<file path="src/rtl/eqw_pkg.sv">
package eqw_pkg;
    typedef enum logic [2:0] {
        S_IDLE,
        S_ISSUE,
        S_COMMIT,
        S_WR_FAIL,
        S_CFG_FAIL
    } eqw_state_e;

    localparam int MIN_LOG_ENTRIES = 10;
    localparam int ENTRY_BYTES_LOG = 2;
    localparam int WORD_W          = 32;
endpackage

</file>
<file path="src/rtl/eqw_slot_calc.sv">
module eqw_slot_calc #(
    parameter int ADDR_W = 48,
    parameter int IDX_W  = 20,
    parameter int SIZE_W = 4
) (
    input  logic [ADDR_W-1:0] base,
    input  logic [SIZE_W-1:0] size_code,
    input  logic [IDX_W-1:0]  index,
    output logic              cfg_ok,
    output logic [IDX_W-1:0]  slot_mask,
    output logic [IDX_W-1:0]  eff_index,
    output logic [ADDR_W-1:0] slot_addr
);
    import eqw_pkg::*;

    localparam int MAX_CODE = IDX_W - MIN_LOG_ENTRIES;
    localparam int OFF_W    = IDX_W + ENTRY_BYTES_LOG;

    logic [OFF_W-1:0] byte_off;

    assign cfg_ok = (32'(size_code) <= 32'(MAX_CODE));

    for (genvar g = 0; g < IDX_W; g++) begin : g_mask
        assign slot_mask[g] = (32'(size_code) + 32'(MIN_LOG_ENTRIES)) > 32'(g);
    end

    assign eff_index = index & slot_mask;
    assign byte_off  = {eff_index, {ENTRY_BYTES_LOG{1'b0}}};
    assign slot_addr = base + ADDR_W'(byte_off);
endmodule

</file>
<file path="src/rtl/eqw_word_pack.sv">
module eqw_word_pack #(
    parameter int LANES = 4
) (
    input  logic               gen,
    input  logic [8*LANES-1:0] data,
    output logic [8*LANES-1:0] lane_data
);
    logic [8*LANES-1:0] entry;

    assign entry = {gen, data[8*LANES-2:0]};

    for (genvar k = 0; k < LANES; k++) begin : g_lane
        assign lane_data[8*k +: 8] = entry[8*(LANES-1-k) +: 8];
    end
endmodule

</file>
<file path="src/rtl/eqw_index_step.sv">
module eqw_index_step #(
    parameter int IDX_W = 20
) (
    input  logic [IDX_W-1:0] cur_index,
    input  logic [IDX_W-1:0] slot_mask,
    input  logic             cur_gen,
    input  logic             cur_gflip,
    output logic [IDX_W-1:0] adv_index,
    output logic             adv_gen,
    output logic             adv_gflip
);
    logic wrapped;

    assign adv_index = (cur_index + IDX_W'(1)) & slot_mask;
    assign wrapped   = (adv_index == '0);
    assign adv_gen   = cur_gen ^ wrapped;
    assign adv_gflip = wrapped ? adv_gen : cur_gflip;
endmodule

</file>
<file path="src/rtl/eq_writer.sv">
module eq_writer #(
    parameter int ADDR_W = 48,
    parameter int IDX_W  = 20,
    parameter int SIZE_W = 4
) (
    input  logic              clk,
    input  logic              rst_n,
    input  logic              ev_valid,
    input  logic [31:0]       ev_data,
    input  logic [ADDR_W-1:0] q_base,
    input  logic [SIZE_W-1:0] q_size,
    input  logic [IDX_W-1:0]  q_index,
    input  logic              q_gen,
    input  logic              q_gflip,
    output logic              busy,
    output logic              mem_req,
    output logic [ADDR_W-1:0] mem_addr,
    output logic [31:0]       mem_wdata,
    input  logic              mem_ack,
    input  logic              mem_err,
    output logic              done,
    output logic              wr_err,
    output logic              cfg_err,
    output logic [IDX_W-1:0]  next_index,
    output logic              next_gen,
    output logic              next_gflip
);
    import eqw_pkg::*;

    localparam int LANES = WORD_W / 8;

    eqw_state_e state_q, state_d;

    logic              cfg_ok;
    logic [IDX_W-1:0]  slot_mask;
    logic [IDX_W-1:0]  eff_index;
    logic [ADDR_W-1:0] slot_addr;
    logic [31:0]       lane_data;
    logic [IDX_W-1:0]  adv_index;
    logic              adv_gen;
    logic              adv_gflip;

    logic [ADDR_W-1:0] addr_q;
    logic [31:0]       wdata_q;
    logic [IDX_W-1:0]  orig_idx_q, adv_idx_q;
    logic              orig_gen_q, adv_gen_q;
    logic              orig_gf_q,  adv_gf_q;

    logic              accept;

    eqw_slot_calc #(
        .ADDR_W (ADDR_W),
        .IDX_W  (IDX_W),
        .SIZE_W (SIZE_W)
    ) u_slot (
        .base      (q_base),
        .size_code (q_size),
        .index     (q_index),
        .cfg_ok    (cfg_ok),
        .slot_mask (slot_mask),
        .eff_index (eff_index),
        .slot_addr (slot_addr)
    );

    eqw_word_pack #(
        .LANES (LANES)
    ) u_pack (
        .gen       (q_gen),
        .data      (ev_data),
        .lane_data (lane_data)
    );

    eqw_index_step #(
        .IDX_W (IDX_W)
    ) u_step (
        .cur_index (eff_index),
        .slot_mask (slot_mask),
        .cur_gen   (q_gen),
        .cur_gflip (q_gflip),
        .adv_index (adv_index),
        .adv_gen   (adv_gen),
        .adv_gflip (adv_gflip)
    );

    assign accept = (state_q == S_IDLE) && ev_valid;

    // next-state selection
    always_comb begin
        state_d = state_q;
        unique case (state_q)
            S_IDLE: begin
                if (ev_valid) state_d = cfg_ok ? S_ISSUE : S_CFG_FAIL;
            end
            S_ISSUE: begin
                if (mem_err)      state_d = S_WR_FAIL;
                else if (mem_ack) state_d = S_COMMIT;
            end
            S_COMMIT:   state_d = S_IDLE;
            S_WR_FAIL:  state_d = S_IDLE;
            S_CFG_FAIL: state_d = S_IDLE;
            default:    state_d = S_IDLE;
        endcase
    end

    // state register
    always_ff @(posedge clk or negedge rst_n) begin
        if (!rst_n) state_q <= S_IDLE;
        else        state_q <= state_d;
    end

    // event capture
    always_ff @(posedge clk or negedge rst_n) begin
        if (!rst_n) begin
            addr_q     <= '0;
            wdata_q    <= '0;
            orig_idx_q <= '0;
            orig_gen_q <= 1'b0;
            orig_gf_q  <= 1'b0;
            adv_idx_q  <= '0;
            adv_gen_q  <= 1'b0;
            adv_gf_q   <= 1'b0;
        end else if (accept) begin
            addr_q     <= slot_addr;
            wdata_q    <= lane_data;
            orig_idx_q <= q_index;
            orig_gen_q <= q_gen;
            orig_gf_q  <= q_gflip;
            adv_idx_q  <= adv_index;
            adv_gen_q  <= adv_gen;
            adv_gf_q   <= adv_gflip;
        end
    end

    // outputs decoded from state
    always_comb begin
        busy       = 1'b1;
        mem_req    = 1'b0;
        done       = 1'b0;
        wr_err     = 1'b0;
        cfg_err    = 1'b0;
        next_index = orig_idx_q;
        next_gen   = orig_gen_q;
        next_gflip = orig_gf_q;
        unique case (state_q)
            S_IDLE:  busy = 1'b0;
            S_ISSUE: mem_req = 1'b1;
            S_COMMIT: begin
                done       = 1'b1;
                next_index = adv_idx_q;
                next_gen   = adv_gen_q;
                next_gflip = adv_gf_q;
            end
            S_WR_FAIL: begin
                done   = 1'b1;
                wr_err = 1'b1;
            end
            S_CFG_FAIL: begin
                done    = 1'b1;
                cfg_err = 1'b1;
            end
            default: busy = 1'b0;
        endcase
    end

    assign mem_addr  = addr_q;
    assign mem_wdata = wdata_q;
endmodule

</file>
<file path="config.mk">
export PLATFORM = sky130hd
export DESIGN_NAME = eq_writer
export DESIGN_NICKNAME = d
export VERILOG_FILES = /design/src/rtl/eqw_pkg.sv /design/src/rtl/eqw_slot_calc.sv /design/src/rtl/eqw_word_pack.sv /design/src/rtl/eqw_index_step.sv /design/src/rtl/eq_writer.sv
export SDC_FILE = /design/constraint.sdc
export NUM_CORES = 1
export LEC_CHECK = 0
export ABC_AREA = 1
export BUFFER_PORTS_ARGS = -buffer_cell sky130_fd_sc_hd__clkbuf_2
export CAP_MARGIN = 20
export CORE_AREA = 2 2 147 149
export DETAILED_ROUTE_END_ITERATION = 7
export DIE_AREA = 0 0 149 151
export GPL_TIMING_DRIVEN = 0
export PLACE_DENSITY = 0.65
export SYNTH_ARGS = -nofsm -noshare
export SYNTH_HDL_FRONTEND = slang
export SYNTH_SLANG_ARGS = --single-unit
</file>
<file path="constraint.sdc">
create_clock -name clk -period 5.07 [get_ports clk]
set_input_delay 0.2535 -clock clk [delete_from_list [all_inputs] [get_ports clk]]
set_output_delay 0.2535 -clock clk [all_outputs]
set_load 0.01 [all_outputs]
</file>
==> results of run 1 <==
## logic make-up after synthesis
group | Yosys count | share of synthesized area
and+or+nand+nor | 678 | 0.359
AOI/OAI and AO/OA | 147 | 0.0985
xor gates and xnor gates | 25 | 0.0267
muxes | 13 | 0.0178
adders and majority gates | 24 | 0.0375
buffers and inverters | 164 | 0.0767
DFF | 126 | 0.384
## registers in the layout (all words and copies together), names as in the netlist
register    cells
adv_gf_q        1
mem_wdata      32
orig_gf_q       1
orig_idx_q     20
mem_addr       48
state_q         3
adv_idx_q      20
adv_gen_q       1
## routing by layer
metal / routed length [um] / track usage
met1: 12800 / 0.335
met2: 12500 / 0.391
met3: 1290 / 0.0358
met4: 769 / 0.0976
met5: 0 / 0
## per-stage QoR
stage	area [sq um]	std cells	total power (W)
floorplan	8210	1177	0.00291
global placement	9630	1668	0.00380
detailed placement	9670	1669	0.00384
CTS	10300	1702	0.00514
global route	10300	1702	0.00545
finish	10300	1702	0.00508
## area by class of cell
cell class | instances | area (sq um) | share of cell area
well taps | 275 | 344 | 0.0335
clock buffers | 18 | 439 | 0.0427
clock inverters | 14 | 168 | 0.0163
plain buffers | 32 | 129 | 0.0125
flip-flops and latches | 126 | 3150 | 0.307
repair buffers | 218 | 1130 | 0.110
inverters | 132 | 500 | 0.0487
multi-input cells | 887 | 4420 | 0.430
## cell usage after synthesis (all sizes together), types with 7 or more instances
cell type  instances  area, sq um
dfrtp            126         3150
nand3             88          478
inv              128          483
nand3b             7         52.6
buf               11         50.0
o21ai             94          493
a21oi             34          178
xnor2             10         87.6
clkbuf            21         78.8
ha                23          288
xor2              15          131
nor2             110          464
nand2            427         1670
nor3              18         95.1
nand4             20          138
mux2              13          146
## worst register-to-register path: cells and delay by family (launching register included)
family                 cells  cell delay (ns)
buffers and inverters      4             1.60
flip-flops                 1             0.39
AND/OR/NAND/NOR            3             0.25
AO/OA/AOI/OAI              1             0.16
## timing repair
item,in CTS,in global routing
setup endpoints to repair,0,0
resized for setup,0,0
hold buffers,1,0
buffers inserted,0,0
endpoints found under the hold margin,38,0
## worst paths after layout
kind                                from             end  slack, ns  depth (start not counted)
max                            q_size[1]    mem_addr[46]       1.41                         23
min                           ev_data[6]   mem_wdata[30]       0.02                          3
max reg2reg                   state_q[1]     mem_addr[3]       2.53                          8
min reg2reg                mem_wdata[24]   mem_wdata[24]       0.48                          2
max in group asynchronous          rst_n  orig_idx_q[18]       3.99                          3
min in group asynchronous          rst_n   orig_idx_q[7]       0.33                          2
## power by group
group | leakage [nW] | internal (W) | switching [W]
Combinational | 3.65 | 0.000762 | 0.00130
Sequential | 1.56 | 0.00148 | 0.000252
Clock | 0.300 | 0.000755 | 0.000521
==> results.py, run 1 <==
metrics = {
    "placed_design": {
        "dpl.hpwl_um": 22000,
        "place_ws_ns": 1.01,
        "routabilityCongestion": 0.964,
        "numPortBuffers": 216,
    },
    "worst_setup_path": {
        "crit_chain": "clkbuf_2 > inv_1 > ha_1 > inv_1 > nand4_1 > nor2_1 > nor2_1 > inv_1 > fa_1 > inv_1 > a21oi_1 > o21ai_2 > nand2_1 > nand2_1 > nand2_1 > nand2_2 > inv_2 > o21ai_2 > inv_2 > nor2_1 > nand2_1 > nand3_1 > nand2_1",
        "crit_slowest_cell": "fa_1",
        "crit_path_end_kind": "flop",
        "crit_type": "input port to flop",
        "crit_top_cell": "nand2_1",
        "max_stage_delay_ns": 0.51,
        "crit_fanout": 9,
        "required_ns": 5.39,
        "crit_path_start_kind": "input port",
        "cp_data_arrival_time_ns": 3.97,
        "cp.buffers_inverters": 7,
        "cp_top_family": "simple AND/OR/NAND/NOR gates",
    },
    "detailed_routing": {
        "num_vias": 8471,
        "wl_per_cell_um": 16.1,
        "dr.pass1.iters": 5,
        "viasPerCell": 4.98,
        "drc_errors": 0,
        "postRouteAntennaNets": 0,
        "wl_um": 27300,
        "drt_iter0_markers": 537,
    },
    "pwr": {
        "pwr_density_cell_nw_per_um2": 494,
        "p_leak_nw": 5.51,
        "peakVddDrop_v": 0.000195,
    },
    "clocking": {
        "clkLatencyLatePin_ns": 0.42,
        "cts_root_buffer": "clkbuf_16",
        "cts_made_buffers": 17,
        "cts_max_path_buffers": 2,
        "htree_levels": 4,
        "clock-sinks": 126,
        "cts_tree": "yes",
        "clk_pin_slew_worst_paths_ns": 0.06,
    },
    "worst_hold_path": {
        "worstHoldPathType": "input port to flop",
    },
    "layout": {
        "final_common_cell": "nand2_1",
        "fin_nets": 1549,
        "areaGrowthSynthToFinish_pct": 25.3,
        "utilization": 0.494,
        "num-fill-cells": 2151,
        "antennaDiodeCount": 0,
        "drive_gt1_frac": 0.226,
        "layout_common_cells": "nand2_1 (408), clkbuf_2 (215), dfrtp_1 (126)",
    },
    "die": {
        "rows": 53,
        "coreArea_sq_um": 20800,
        "ios": 218,
        "start_util": 0.394,
        "dieHeight_um": 151,
        "dieArea_sq_um": 22500,
        "die_width_um": 149,
    },
    "sta": {
        "setup_ws_ns": 1.41,
        "fmax_mhz": 274,
        "slew_headroom": 0.399,
        "tightest_slew_ns": 0.901,
        "fin_crit_sh": 0.721,
        "skew_ns": 0.00739,
        "tns_ns": 0,
        "finalCriticalPeriod_ns": 3.66,
        "final_max_slew_viol_count": 0,
        "rsz0062_at_grt": "no",
        "setup_viol": 0,
        "report.final.hold_viol_count": 0,
        "hold_slack_ns": 0.0210,
    },
    "yosys": {
        "synthesis.nets": 1312,
        "yosysSeqAreaShare": 0.384,
        "ys.warnings.count": 0,
        "mappedNetlistArea_sq_um": 8210,
        "synth_seq_cells": 126,
        "synth_flop_cell": "dfrtp_1",
        "synth_cells": 1177,
        "syn_area_per_cell_sq_um": 6.97,
        "synth_edf_count": 0,
        "synthDistinctLibCells": 47,
        "async_flop_share": 1.00,
    },
    "job": {
        "drv_cap": 0,
    },
    "global_routing": {
        "first_global_vias": 8066,
        "grt_max_degree": 89,
        "grt_pass1_wl_um": 42400,
        "grt_use_total": 0.245,
        "antenna_found_initial": 0,
        "overflow": 0,
    },
    "run_status": {
        "status": "complete, no violations",
    },
}
Power figures use the tool's default switching activity.
==> run 2: changes to the inputs <==
- clock period: 5.07 -> 3.8 ns (I/O delays scaled with it)
==> results.py, run 2 (same netlist as run 1, synthesis figures left out) <==
metrics = {
    "run_status": {
        "status": "complete, no violations",
    },
    "worst_setup_path": {
        "reg2reg_depth": 8,
        "rrSetupSlack_ns": 1.24,
        "crit_fanout": 9,
        "worstReg2RegStart": "state_q[1]",
        "cp_data_arrival_time_ns": 3.84,
        "reg2reg_to": "mem_addr[3]",
        "crit_path_end_kind": "flop",
        "crit_path_start_kind": "input port",
        "required_ns": 4.12,
        "crit_type": "input port to flop",
    },
    "sta": {
        "skew_ns": 0.00722,
        "tns_ns": 0,
        "finalCriticalPeriod_ns": 3.53,
        "slew_headroom": 0.397,
        "tightest_slew_ns": 0.904,
        "setup_viol": 0,
        "fmax_mhz": 284,
        "fin_crit_sh": 0.928,
        "setup_ws_ns": 0.274,
        "rsz0062_at_grt": "no",
        "final_max_slew_viol_count": 0,
        "report.final.hold_viol_count": 0,
    },
    "pwr": {
        "power_frac_comb": 0.410,
        "p_leak_nw": 5.66,
        "pwr-share-seq": 0.340,
        "finalPower_w": 0.00682,
        "power.switching_w": 0.00280,
        "power_frac_clock": 0.250,
        "peakVddDrop_v": 0.000260,
        "p_sw_frac": 0.410,
        "p_int_w": 0.00403,
        "pwr_density_cell_nw_per_um2": 642,
    },
    "global_routing": {
        "overflow": 0,
        "grt_pass1_wl_um": 43500,
        "antenna_found_initial": 0,
        "grt_use_total": 0.250,
        "first_global_vias": 8278,
        "grt_max_degree": 89,
    },
    "placed_design": {
        "dpl.hpwl_um": 22000,
        "place_inst": 1669,
        "routabilityCongestion": 0.964,
        "numPortBuffers": 216,
        "place_ws_ns": -0.194,
    },
    "die": {
        "ios": 218,
        "dieHeight_um": 151,
        "start_util": 0.394,
        "dieArea_sq_um": 22500,
        "die_width_um": 149,
        "rows": 53,
        "coreArea_sq_um": 20800,
    },
    "worst_hold_path": {
        "hold_depth": 3,
        "hp-start": "q_index[14]",
        "worstHoldPathType": "input port to flop",
        "hold_end": "orig_idx_q[14]",
    },
    "clocking": {
        "post-cts-setup-buffers": 0,
        "clkLatencyLatePin_ns": 0.42,
        "htree_levels": 4,
        "clock-sinks": 126,
        "cts_max_path_buffers": 2,
        "cts_root_buffer": "clkbuf_16",
        "cts_made_buffers": 17,
        "cts_tree": "yes",
        "clk_pin_slew_worst_paths_ns": 0.06,
    },
    "detailed_routing": {
        "postRouteAntennaNets": 0,
        "drc_errors": 0,
        "wl_um": 28100,
        "wl_per_cell_um": 16.2,
        "drt_iter0_markers": 481,
        "num_vias": 8645,
        "dr.pass1.iters": 5,
        "viasPerCell": 4.98,
    },
    "layout": {
        "layout_common_cells": "nand2_1 (408), clkbuf_2 (215), dfrtp_1 (126)",
        "fin_nets": 1583,
        "drive_gt1_frac": 0.221,
        "num-fill-cells": 2111,
        "largest_reg_flops": 48,
        "final_common_cell": "nand2_1",
        "fin_cells": 1736,
        "areaGrowthSynthToFinish_pct": 29.5,
        "antennaDiodeCount": 0,
    },
    "job": {
        "drv_cap": 0,
    },
}
==> run 2: cell count changes in the layout (fill, tap and decap cells not counted) <==
| cell | delta |
|---|---|
| nor2_2 | +1 |
| nor2_1 | -1 |
| dlygate4sd3_1 | +34 |
==> run 2: metal layers <==
metal  vias up  wire length [um]  track usage
li1       4309                 -            -
met1      4047             12900        0.338
met2       243             13000        0.406
met3        46              1400       0.0373
met4         0               779       0.0986
met5         -                 0            0
==> run 2: power groups by stage <==
stage                     Clock, W  Combinational, W  Sequential (W)
final                      0.00170           0.00280         0.00232
after global routing       0.00179           0.00312         0.00240
after CTS                  0.00173           0.00283         0.00232
after detailed placement         0           0.00279         0.00233
after global placement           0           0.00276         0.00231
after floorplan                  0           0.00140         0.00248
==> run 2: repair_timing <==
item / in CTS / in global routing
hold endpoints to repair: 72 / 0
setup endpoints to repair: 0 / 4
resized for setup: 0 / 1
hold buffers: 35 / 0
==> run 2: cell type report <==
| cell class | instances | area [sq um] | area share |
|---|---|---|---|
| clock inverter | 14 | 168 | 0.0158 |
| timing repair buffer | 252 | 1470 | 0.138 |
| multi-input combinational | 887 | 4430 | 0.417 |
| inverter | 132 | 500 | 0.0471 |
| tap | 275 | 344 | 0.0324 |
| buffer | 32 | 129 | 0.0121 |
| sequential | 126 | 3150 | 0.297 |
| clock buffer | 18 | 439 | 0.0413 |
==> run 2: through the flow <==
step                hold slack [ns]   util  cell area (sq um)
floorplan                    -0.106      -               8210
global placement              0.387  0.463               9630
detailed placement            0.133  0.464               9670
CTS                         0.00842  0.510              10600
global route                 0.0264  0.510              10600
finish                       0.0144  0.510              10600
==> run 2: how the worst max path moves through the flow <==
stage	cells after the start	start	end
final	23	q_size[1]	mem_addr[46]
after CTS	23	q_size[1]	mem_addr[46]
after global placement	23	q_size[1]	mem_addr[46]
after floorplan	22	q_size[1]	mem_addr[42]
after global routing	23	q_size[1]	mem_addr[26]
after detailed placement	23	q_size[1]	mem_addr[46]
==> run 2: worst max-delay path: stages <==
cell and delay, ns:
clkbuf_2 0.27, inv_1 0.21, ha_1 0.41, inv_1 0.18, nand4_1 0.23, nor2_1 0.10
nor2_2 0.17, inv_1 0.09, fa_1 0.51, inv_1 0.13, a21oi_1 0.08, o21ai_2 0.21
nand2_1 0.08, nand2_1 0.10, nand2_1 0.07, nand2_2 0.12, inv_2 0.06, o21ai_2 0.25
inv_2 0.09, nor2_1 0.10, nand2_1 0.06, nand3_1 0.09, nand2_1 0.05
